==> src/rtl/pwr_mode_pkg.sv <==
package pwr_mode_pkg;

    localparam int MODE_W   = 3;
    localparam int BIT_DOZE = 0;
    localparam int BIT_SLOW = 1;
    localparam int BIT_NORM = 2;

    localparam logic [MODE_W-1:0] FIELD_SLEEP = 3'b000;
    localparam logic [MODE_W-1:0] FIELD_DOZE  = 3'b001;

    typedef enum logic [2:0] {
        ST_SLEEP   = 3'd0,
        ST_DOZE    = 3'd1,
        ST_XTAL_UP = 3'd2,
        ST_SLOW    = 3'd3,
        ST_PLL_UP  = 3'd4,
        ST_NORMAL  = 3'd5,
        ST_OFF_PLL = 3'd6,
        ST_OFF_XT  = 3'd7
    } seq_state_t;

    typedef enum logic [1:0] {
        SRC_LOW  = 2'd0,
        SRC_XTAL = 2'd1,
        SRC_PLL  = 2'd2
    } clk_src_t;

    typedef struct packed {
        clk_src_t src;
        logic     sys_en;
        logic     xtal_on;
        logic     pll_on;
    } clk_ctl_t;

    function automatic logic wants_pll(input logic [MODE_W-1:0] req);
        return req[BIT_NORM];
    endfunction

    function automatic logic wants_xtal(input logic [MODE_W-1:0] req);
        return req[BIT_NORM] | req[BIT_SLOW];
    endfunction

    function automatic clk_ctl_t clk_ctl_of(input seq_state_t st);
        clk_ctl_t c;
        case (st)
            ST_SLEEP:   c = '{src: SRC_LOW,  sys_en: 1'b0, xtal_on: 1'b0, pll_on: 1'b0};
            ST_DOZE:    c = '{src: SRC_LOW,  sys_en: 1'b1, xtal_on: 1'b0, pll_on: 1'b0};
            ST_XTAL_UP: c = '{src: SRC_LOW,  sys_en: 1'b1, xtal_on: 1'b1, pll_on: 1'b0};
            ST_SLOW:    c = '{src: SRC_XTAL, sys_en: 1'b1, xtal_on: 1'b1, pll_on: 1'b0};
            ST_PLL_UP:  c = '{src: SRC_XTAL, sys_en: 1'b1, xtal_on: 1'b1, pll_on: 1'b1};
            ST_NORMAL:  c = '{src: SRC_PLL,  sys_en: 1'b1, xtal_on: 1'b1, pll_on: 1'b1};
            ST_OFF_PLL: c = '{src: SRC_PLL,  sys_en: 1'b1, xtal_on: 1'b1, pll_on: 1'b1};
            default:    c = '{src: SRC_XTAL, sys_en: 1'b1, xtal_on: 1'b1, pll_on: 1'b0};
        endcase
        return c;
    endfunction

endpackage

==> src/rtl/pwr_settle_timer.sv <==
module pwr_settle_timer #(
    parameter int SETTLE_CYCLES = 16
) (
    input  logic clk,
    input  logic rst,
    input  logic run,
    output logic expired
);
    localparam int CW = $clog2(SETTLE_CYCLES + 1);
    localparam logic [CW-1:0] LAST = CW'(SETTLE_CYCLES - 1);

    logic [CW-1:0] cnt_q;

    always_ff @(posedge clk) begin
        if (rst || !run) begin
            cnt_q <= '0;
        end else if (cnt_q != LAST) begin
            cnt_q <= cnt_q + 1'b1;
        end
    end

    assign expired = run && (cnt_q == LAST);

    // the wait counter never runs past its limit
    p_cnt_bound_r9: assert property (@(posedge clk) disable iff (rst)
        cnt_q <= LAST);

endmodule

==> src/rtl/pwr_mode_reg.sv <==
module pwr_mode_reg
    import pwr_mode_pkg::*;
(
    input  logic              clk,
    input  logic              rst,
    input  logic              wr,
    input  logic [MODE_W-1:0] wdata,
    input  logic              wake,
    output logic [MODE_W-1:0] field
);
    always_ff @(posedge clk) begin
        if (rst) begin
            field <= FIELD_SLEEP;
        end else if (wr) begin
            field <= wdata;
        end else if (wake) begin
            field <= FIELD_DOZE;
        end
    end

    // a wake with no write leaves the field at the DOZE code
    p_wake_rewrite_r3: assert property (@(posedge clk) disable iff (rst)
        (wake && !wr) |=> (field == FIELD_DOZE));

    // a write wins over a wake in the same cycle
    p_write_wins_r11: assert property (@(posedge clk) disable iff (rst)
        (wake && wr) |=> (field == $past(wdata)));

endmodule

==> src/rtl/pwr_mode_fsm.sv <==
module pwr_mode_fsm
    import pwr_mode_pkg::*;
(
    input  logic              clk,
    input  logic              rst,
    input  logic [MODE_W-1:0] req,
    input  logic              irq,
    input  logic              fiq,
    input  logic              cpu_wfi,
    input  logic              xtal_stable,
    input  logic              pll_locked,
    input  logic              settle_expired,
    output seq_state_t        state,
    output logic              settle_run,
    output logic              wake
);
    seq_state_t next_st;

    always_comb begin
        next_st = state;
        case (state)
            ST_SLEEP:   if (irq || fiq) next_st = ST_DOZE;
            ST_DOZE: begin
                if (wants_xtal(req))                    next_st = ST_XTAL_UP;
                else if (req == FIELD_SLEEP && cpu_wfi) next_st = ST_SLEEP;
            end
            ST_XTAL_UP: begin
                if (xtal_stable)         next_st = ST_SLOW;
                else if (settle_expired) next_st = ST_DOZE;
            end
            ST_SLOW: begin
                if (wants_pll(req))        next_st = ST_PLL_UP;
                else if (!wants_xtal(req)) next_st = ST_OFF_XT;
            end
            ST_PLL_UP: begin
                if (pll_locked)          next_st = ST_NORMAL;
                else if (settle_expired) next_st = ST_SLOW;
            end
            ST_NORMAL:  if (!wants_pll(req)) next_st = ST_OFF_PLL;
            ST_OFF_PLL: if (xtal_stable)     next_st = ST_SLOW;
            default:    next_st = ST_DOZE;
        endcase
    end

    always_ff @(posedge clk) begin
        if (rst) state <= ST_SLOW;
        else     state <= next_st;
    end

    assign settle_run = (state == ST_XTAL_UP) || (state == ST_PLL_UP);
    assign wake       = (state == ST_SLEEP) && (irq || fiq);

    // an interrupt in SLEEP lands in DOZE
    p_sleep_wake_r3: assert property (@(posedge clk) disable iff (rst)
        (state == ST_SLEEP && (irq || fiq)) |=> (state == ST_DOZE));

    // SLEEP is entered only with a zero field and wait-for-interrupt
    p_sleep_entry_r5: assert property (@(posedge clk) disable iff (rst)
        (state == ST_SLEEP && $past(state) == ST_DOZE) |->
            ($past(cpu_wfi) && $past(req) == FIELD_SLEEP));

    // NORMAL is reached only after a lock report
    p_pll_gate_r7: assert property (@(posedge clk) disable iff (rst)
        (state == ST_NORMAL && $past(state) == ST_PLL_UP) |-> $past(pll_locked));

endmodule

==> src/rtl/pwr_mode_seq.sv <==
module pwr_mode_seq
    import pwr_mode_pkg::*;
#(
    parameter int SETTLE_CYCLES = 16
) (
    input  logic       clk,
    input  logic       rst,
    input  logic       mode_wr,
    input  logic [2:0] mode_wdata,
    input  logic       irq,
    input  logic       fiq,
    input  logic       cpu_wfi,
    input  logic       xtal_stable,
    input  logic       pll_locked,
    output logic [2:0] mode_field,
    output logic [2:0] seq_state,
    output logic [1:0] clk_src_sel,
    output logic       sys_clk_en,
    output logic       xtal_en,
    output logic       pll_en
);
    seq_state_t state;
    logic       settle_run;
    logic       settle_expired;
    logic       wake;
    clk_ctl_t   ctl;

    pwr_mode_reg u_reg (
        .clk   (clk),
        .rst   (rst),
        .wr    (mode_wr),
        .wdata (mode_wdata),
        .wake  (wake),
        .field (mode_field)
    );

    pwr_mode_fsm u_fsm (
        .clk            (clk),
        .rst            (rst),
        .req            (mode_field),
        .irq            (irq),
        .fiq            (fiq),
        .cpu_wfi        (cpu_wfi),
        .xtal_stable    (xtal_stable),
        .pll_locked     (pll_locked),
        .settle_expired (settle_expired),
        .state          (state),
        .settle_run     (settle_run),
        .wake           (wake)
    );

    pwr_settle_timer #(.SETTLE_CYCLES(SETTLE_CYCLES)) u_timer (
        .clk     (clk),
        .rst     (rst),
        .run     (settle_run),
        .expired (settle_expired)
    );

    assign ctl         = clk_ctl_of(state);
    assign seq_state   = state;
    assign clk_src_sel = ctl.src;
    assign sys_clk_en  = ctl.sys_en;
    assign xtal_en     = ctl.xtal_on;
    assign pll_en      = ctl.pll_on;

    // the system clocks are gated whenever the sequencer sleeps
    p_sleep_gated_r2: assert property (@(posedge clk) disable iff (rst)
        (seq_state == 3'd0) |-> (!sys_clk_en && clk_src_sel == 2'd0 && !pll_en));

    // a move of the select onto the crystal follows a stable report
    p_xtal_handover_r8: assert property (@(posedge clk) disable iff (rst)
        (clk_src_sel == 2'd1 && $past(clk_src_sel) != 2'd1) |-> $past(xtal_stable));

endmodule

==> config.mk <==
export PLATFORM = sky130hd
export DESIGN_NAME = pwr_mode_seq
export DESIGN_NICKNAME = d
export VERILOG_FILES = /design/src/rtl/pwr_mode_pkg.sv /design/src/rtl/pwr_settle_timer.sv /design/src/rtl/pwr_mode_reg.sv /design/src/rtl/pwr_mode_fsm.sv /design/src/rtl/pwr_mode_seq.sv
export SDC_FILE = /design/constraint.sdc
export NUM_CORES = 1
export LEC_CHECK = 0
export BUFFER_PORTS_ARGS = -buffer_cell sky130_fd_sc_hd__buf_2
export CAP_MARGIN = 20
export CORE_MARGIN = 2
export CORE_UTILIZATION = 50
export DETAILED_ROUTE_END_ITERATION = 12
export PLACE_DENSITY = 0.79
export REMOVE_ABC_BUFFERS = 1
export SLEW_MARGIN = 20
export SYNTH_ARGS = -nofsm -noshare
export SYNTH_HDL_FRONTEND = slang
export SYNTH_SLANG_ARGS = --single-unit
==> constraint.sdc <==
create_clock -name clk -period 3.59 [get_ports clk]
set_clock_uncertainty 0.15 [all_clocks]
set_input_delay 1.077 -clock clk [delete_from_list [all_inputs] [get_ports clk]]
set_output_delay 1.077 -clock clk [all_outputs]
set_load 0.03 [all_outputs]
==> results by group, run 1 <==
Timing
  – Final Hold Vio Count: 0
  – Max Fclk: 0.364 GHz
  – Endpoints failing setup: 0
  – RSZ-0062 raised after global routing: no
  – Fin crit share: 76.5%
  – Slew headroom: 63.0%
  – Final min period: 2.75 ns
  – Worst slew pin tran: 0.547 ns
  – Slew Viols, Final: 0
  – Post-route setup TNS: 0 ns

Clock tree
  – Root Buffer: clkbuf_4
  – Post_cts resized: 0
  – CTS tree: built
  – H-tree Lvls: 1
  – Post-CTS setup buffer count: 0
  – Clock sinks: 11
  – Reg clk slew, reported paths: 0.07 ns
  – Later-pin clock latency in the skew report: 0.27 ns
  – Max Root-Sink Buffers: 2
  – CTS buffer count: 3
  – Post-cts hold buffer count: 0

GRT
  – Largest net degree at the start of global routing: 20
  – Congestion Overflow GR: 0
  – Initial antenna violation count: 0
  – Global-route wire length before repair: 2140 um
  – Vias in the first global route: 490
  – Overall routing resource usage: 20.3%

Critical path
  – Worst Path Arrival: 1.52 ns
  – CP endpoint kind: output pin
  – Worst flop-to-flop path endpoint: u_fsm.state[2]
  – Flop-to-flop setup slack: 1.53 ns
  – Worst r2r src: u_timer.cnt_q[0]
  – Nature of the critical path startpoint: flop
  – R2R depth: 7
  – Worst endpoint required time: 2.36 ns
  – CP Max Fanout: 18
  – Critical path class: flop to output pin

Layout
  – FILL cells: 119
  – Layout cells sized above 1: 28.2%
  – Area taken by multi-input logic gates: 427 um^2
  – Layout Nets: 117
  – Design Area, Final: 816 um^2
  – Area growth syn-to-layout: 19.4%
  – Reg area: 220 um^2
  – Ant diodes: 0

Synthesis
  – Main flop type after synthesis: dfxtp_1
  – EDFF count, synth: 0
  – Post-Syn Area: 683 um^2
  – Asr flop ratio synth: 0%
  – Mapped Avg Cell Area: 8.33 um^2
  – Most common cell in the synthesized netlist: nor2_1
  – Seq/Total Area, Yosys: 32.2%
  – Seq cells post-synth: 11
  – Post-synth top area share: 32.2%
  – Ranking of synthesized cells by area: dfxtp_1, nor2_1, or3b_1, xor2_1, ha_1
  – Synth cell count leaders: nor2_1, dfxtp_1, inv_1
  – Cells after Synth: 82
  – Synth cell types: 34
  – Leading area contributor after synthesis: dfxtp_1
  – Yosys warnings: 0

Power and ir drop
  – Tot Pwr: 556 uW
  – Maximum vdd drop: 0.000311 V
  – Int Power: 292 uW
  – LEAKAGE: 0.000352 uW
  – Comb pwr share: 47.6%
  – Power density over the cells: 681 nW/um^2
  – Net Sw Frac: 47.4%
  – Psw: 264 uW
  – Clk pwr share: 15.2%
  – Sequential share of power: 37.2%

Floorplanning
  – Die X: 41.0 um
  – Die H: 41.0 um
  – Die footprint: 1680 um^2
  – Starting Density: 53.2%
  – Core Box Area: 1280 um^2
  – Std-Cell Rows: 13
  – I/O pin total: 22

Routing
  – # DRC: 0
  – DR pass1 iterations: 4
  – Remaining antenna violation count after routing: 0
  – DR iter-0 viols: 14
  – Routed Wire Length: 1410 um
  – Average via count per standard cell: 5.48
  – Via count: 647
  – Routed len/inst: 12.0 um

Place
  – Port Buffers: 21
  – Detail Placement HPWL: 1040 um
  – Area post-placement: 790 um^2
  – GP Congestion: 0.746

Job
  – Max-cap violations: 0

Min path
  – Worst hold path type: flop to flop
  – Min-Delay Path Depth: 2
  – Min-Delay Startpoint: u_timer.cnt_q[4]
  – Worst Hold Endpoint: u_timer.cnt_q[4]

Outcome
  – Status: finished, final reports clean
[sequential cells by signal, summed over array words and instances (netlist names)]
register / flops
u_reg.field: 3
u_fsm.state: 3
u_timer.cnt_q: 5
[power by group through the flow]
stage	Combinational (uW)	Clock [uW]	Sequential (uW)
finish	265	84.2	207
global route	291	99.0	215
CTS	267	87.8	205
detailed placement	266	0	208
global placement	260	0	205
floorplan	174	0	225
[logic make-up (layout without fill, tap and decap cells)]
group,count (synthesis),in the layout,share of synthesized area [%]
AND/OR/NAND/NOR,38,38,34.1
AO/OA/AOI/OAI,16,16,16.8
flip-flops,11,11,32.2
buffers and inverters,9,30,5.31
XOR/XNOR,5,5,6.41
adder cells (fa/ha/maj),2,2,3.66
multiplexers,1,1,1.47
[worst max-delay path, stage by stage, from the launching register on]
cell and delay [ns]:
dfxtp_1 0.67, nand2_1 0.21, and2_1 0.20, buf_2 0.17
[layout make-up]
class / instances / area share, %
multi-input cells: 62 / 52.3
flip-flops and latches: 11 / 27.0
repair buffers: 21 / 12.9
clock buffers: 4 / 3.22
inverters: 5 / 2.30
well taps: 15 / 2.30
[layout by cell type, fill, tap and decap left out, types with 2 or more instances in the layout]
master,count
and3_1,2
xor2_1,3
or3_1,2
a21oi_1,2
xnor2_1,2
or4_1,2
nor3_1,3
o21ai_0,3
inv_1,5
a22oi_1,2
or3b_1,3
o21ai_1,2
ha_1,2
clkbuf_4,3
nor2_1,13
nor2b_1,3
dfxtp_1,11
and2_1,2
a31oi_1,2
buf_2,21
[worst max-delay path by stage]
stage | to | cells past startpoint | start | slack, ns
2_1_floorplan | clk_src_sel[0] | 2 | u_fsm.state[2] | 0.86
3_5_place_dp | u_fsm.state[0] | 6 | fiq | 1.10
3_3_place_gp | u_fsm.state[0] | 6 | fiq | 1.14
6_report | pll_en | 3 | u_fsm.state[1] | 0.84
4_1_cts | pll_en | 3 | u_fsm.state[1] | 0.84
5_1_grt | pll_en | 3 | u_fsm.state[1] | 0.66
[layer usage]
metal / up-vias / GRT usage [%] / wire length [um]
met5: - / 0 / 0
met4: 0 / 5.00 / 6
met3: 2 / 8.15 / 85
met2: 22 / 34.0 / 704
met1: 290 / 23.7 / 615
li1: 333 / - / -
[through the flow]
| stage | setup WS, ns | util, % | hold WS [ns] | instances |
|---|---|---|---|---|
| finish | 0.843 | 63.5 | 0.340 | 118 |
| global route | 0.660 | 63.5 | 0.399 | 118 |
| CTS | 0.840 | 63.5 | 0.347 | 118 |
| detailed placement | 1.10 | 61.4 | 0.330 | 114 |
| global placement | 1.14 | 61.4 | 0.317 | 114 |
| floorplan | 0.863 | - | 0.309 | 78 |
Power figures use the tool's default switching activity.
==> run 2, diff against run 1 <==
--- a/config.mk
+++ b/config.mk
@@ -8,9 +8,9 @@
 export BUFFER_PORTS_ARGS = -buffer_cell sky130_fd_sc_hd__buf_2
 export CAP_MARGIN = 20
 export CORE_MARGIN = 2
-export CORE_UTILIZATION = 50
+export CORE_UTILIZATION = 48
 export DETAILED_ROUTE_END_ITERATION = 12
-export PLACE_DENSITY = 0.79
+export PLACE_DENSITY = 0.76
 export REMOVE_ABC_BUFFERS = 1
 export SLEW_MARGIN = 20
 export SYNTH_ARGS = -nofsm -noshare
==> constraint.sdc (replaced) <==
create_clock -name clk -period 2.54 [get_ports clk]
set_clock_uncertainty 0.15 [all_clocks]
set_input_delay 0.762 -clock clk [delete_from_list [all_inputs] [get_ports clk]]
set_output_delay 0.762 -clock clk [all_outputs]
set_load 0.03 [all_outputs]
==> results by group, run 2 (synthesis results as in run 1) <==
Job
  – Max-cap violations: 0 (unchanged)

GRT
  – Met3 usage: 7.83% (was 8.15%)
  – Busiest grt layer: met2 (unchanged)
  – Overall routing resource usage: 17.4% (was 20.3%)
  – Global-route wire length before repair: 2350 um (was 2140 um)
  – Met2 usage: 25.9% (was 34.0%)
  – Congestion Overflow GR: 0 (unchanged)
  – Initial antenna violation count: 0 (unchanged)
  – GR Util met1: 22.8% (was 23.7%)
  – Largest net degree at the start of global routing: 20 (unchanged)
  – Vias in the first global route: 538 (was 490)

Timing
  – Post-route setup TNS: 0 ns (unchanged)
  – Worst Hold Slack: 0.331 ns (was 0.340 ns)
  – Fin crit share: 92.6%
  – Final min period: 2.35 ns
  – Endpoints failing setup: 0 (unchanged)
  – RSZ-0062 raised after global routing: no (unchanged)
  – Slew headroom: 64.1% (was 63.0%)
  – Worst slew pin tran: 0.538 ns (was 0.547 ns)
  – Final Hold Vio Count: 0 (unchanged)
  – Max Fclk: 0.425 GHz
  – Slew Viols, Final: 0 (unchanged)

Power and ir drop
  – Maximum vdd drop: 0.000485 V (was 0.000311 V)
  – Comb pwr share: 47.4% (was 47.6%)
  – Clk pwr share: 15.0% (was 15.2%)
  – Sequential share of power: 37.6% (was 37.2%)
  – Power density over the cells: 956 nW/um^2 (was 681 nW/um^2)
  – Psw: 366 uW (was 264 uW)
  – LEAKAGE: 0.000352 uW (about the same)
  – Tot Pwr: 781 uW (was 556 uW)
  – Net Sw Frac: 46.9% (was 47.4%)
  – Int Power: 415 uW (was 292 uW)

Clock tree
  – Post-cts hold buffer count: 0 (unchanged)
  – Root Buffer: clkbuf_4 (unchanged)
  – Later-pin clock latency in the skew report: 0.26 ns (was 0.27 ns)
  – CTS tree: built (unchanged)
  – Clock sinks: 11 (unchanged)
  – H-tree Lvls: 1 (unchanged)
  – CTS buffer count: 3 (unchanged)
  – Max Root-Sink Buffers: 2 (unchanged)
  – Reg clk slew, reported paths: 0.07 ns (about the same)
  – Post-CTS setup buffer count: 0 (unchanged)

Routing
  – Routed Wire Length: 1350 um (was 1410 um)
  – Via count: 630 (was 647)
  – DR pass1 iterations: 4 (unchanged)
  – # DRC: 0 (unchanged)
  – Remaining antenna violation count after routing: 0 (unchanged)
  – DR iter-0 viols: 5 (was 14)
  – Average via count per standard cell: 5.34 (was 5.48)
  – Routed len/inst: 11.5 um (was 12.0 um)

Layout
  – Top flop regs: u_timer.cnt_q: 5 flops, u_fsm.state: 3 flops, u_reg.field: 3 flops (unchanged)
  – Area growth syn-to-layout: 19.6% (was 19.4%)
  – Design Area, Final: 817 um^2 (was 816 um^2)
  – Ant diodes: 0 (unchanged)
  – Commonest non-fill, non-tap cell in the layout: buf_2 (unchanged)
  – Largest Register: u_timer.cnt_q (unchanged)
  – Most frequent cells in the layout: buf_2, nor2_1, dfxtp_1 (unchanged)
  – Max reg flops: 5 (unchanged)
  – Layout Nets: 117 (unchanged)
  – Layout cells sized above 1: 29.1% (was 28.2%)

Floorplanning
  – Starting Density: 51.9% (was 53.2%)
  – Die X: 41.7 um (was 41.0 um)
  – Core Box Area: 1320 um^2 (was 1280 um^2)
  – Std-Cell Rows: 13 (unchanged)
  – Die footprint: 1740 um^2 (was 1680 um^2)
  – I/O pin total: 22 (unchanged)
  – Die H: 41.7 um (was 41.0 um)

Critical path
  – Worst Path Arrival: 1.44 ns (was 1.52 ns)
  – R2R depth: 7 (unchanged)
  – Flop-to-flop setup slack: 0.50 ns (was 1.53 ns)
  – Critical path origin: u_fsm.state[0] (was u_fsm.state[1])
  – Worst r2r src: u_timer.cnt_q[0] (unchanged)
  – CP endpoint kind: output pin (unchanged)
  – Nature of the critical path startpoint: flop (unchanged)
  – CP Max Fanout: 16 (was 18)
  – Critical path class: flop to output pin (unchanged)
  – Worst flop-to-flop path endpoint: u_fsm.state[2] (unchanged)
  – Worst endpoint required time: 1.63 ns (was 2.36 ns)

Min path
  – Min-Delay Startpoint: u_reg.field[0] (was u_timer.cnt_q[4])
  – Min-Delay Path Depth: 2 (unchanged)
  – Worst hold path type: flop to flop (unchanged)
  – Worst Hold Endpoint: u_reg.field[0] (was u_timer.cnt_q[4])

Place
  – Detail Placement HPWL: 966 um (was 1040 um)
  – Area post-placement: 790 um^2 (unchanged)
  – Port Buffers: 21 (unchanged)
  – GP Congestion: 0.769 (was 0.746)

Outcome
  – Status: finished, final reports clean (unchanged)
[run 2: layout make-up]
cell class / count / area (um^2)
Tap cell: 15 / 18.8
Inverter: 5 / 18.8
Multi-Input combinational cell: 62 / 427
Clock buffer: 4 / 26.3
Timing Repair Buffer: 21 / 105
Fill cell: 121 / 500
Sequential cell: 11 / 221
[run 2: power groups by stage]
stage                     combinational, uW  clock [uW]  sequential, uW
after global routing                    406         135             310
after CTS                               373         120             292
after floorplan                         246           0             317
after detailed placement                372           0             296
final                                   371         117             294
after global placement                  370           0             292
[run 2: through the flow]
step           utilization [%]  cells  setup WS (ns)
5_1_grt                   62.0    118         0.0431
3_3_place_gp              59.9    114          0.399
6_report                  62.0    118          0.187
2_1_floorplan                -     78          0.128
4_1_cts                   61.9    118          0.102
3_5_place_dp              59.9    114          0.383
[run 2: worst max-delay path by stage]
stage                                end  slack, ns
final                             pll_en       0.19
after global routing              pll_en       0.04
after CTS                         pll_en       0.10
after detailed placement  u_fsm.state[0]       0.38
after global placement    u_fsm.state[0]       0.40
after floorplan           clk_src_sel[0]       0.13
[run 2: per-layer routing]
metal	wire length (um)	vias to the layer above	part of all wire [%]
li1	-	332	-
met4	6	0	0.44
met2	617	16	46
met3	64	2	4.7
met1	666	280	49
met5	0	-	0
[run 2: critical path: stages (launching register included)]
cell and delay, ns:
dfxtp_1 0.62, nand2_1 0.19, and2_1 0.19, buf_2 0.17
[run 2: timing repair]
item                                   in CTS  in global routing
resized for setup                           0                  1
endpoints found under the hold margin       0                  0
setup endpoints to repair                   0                  2
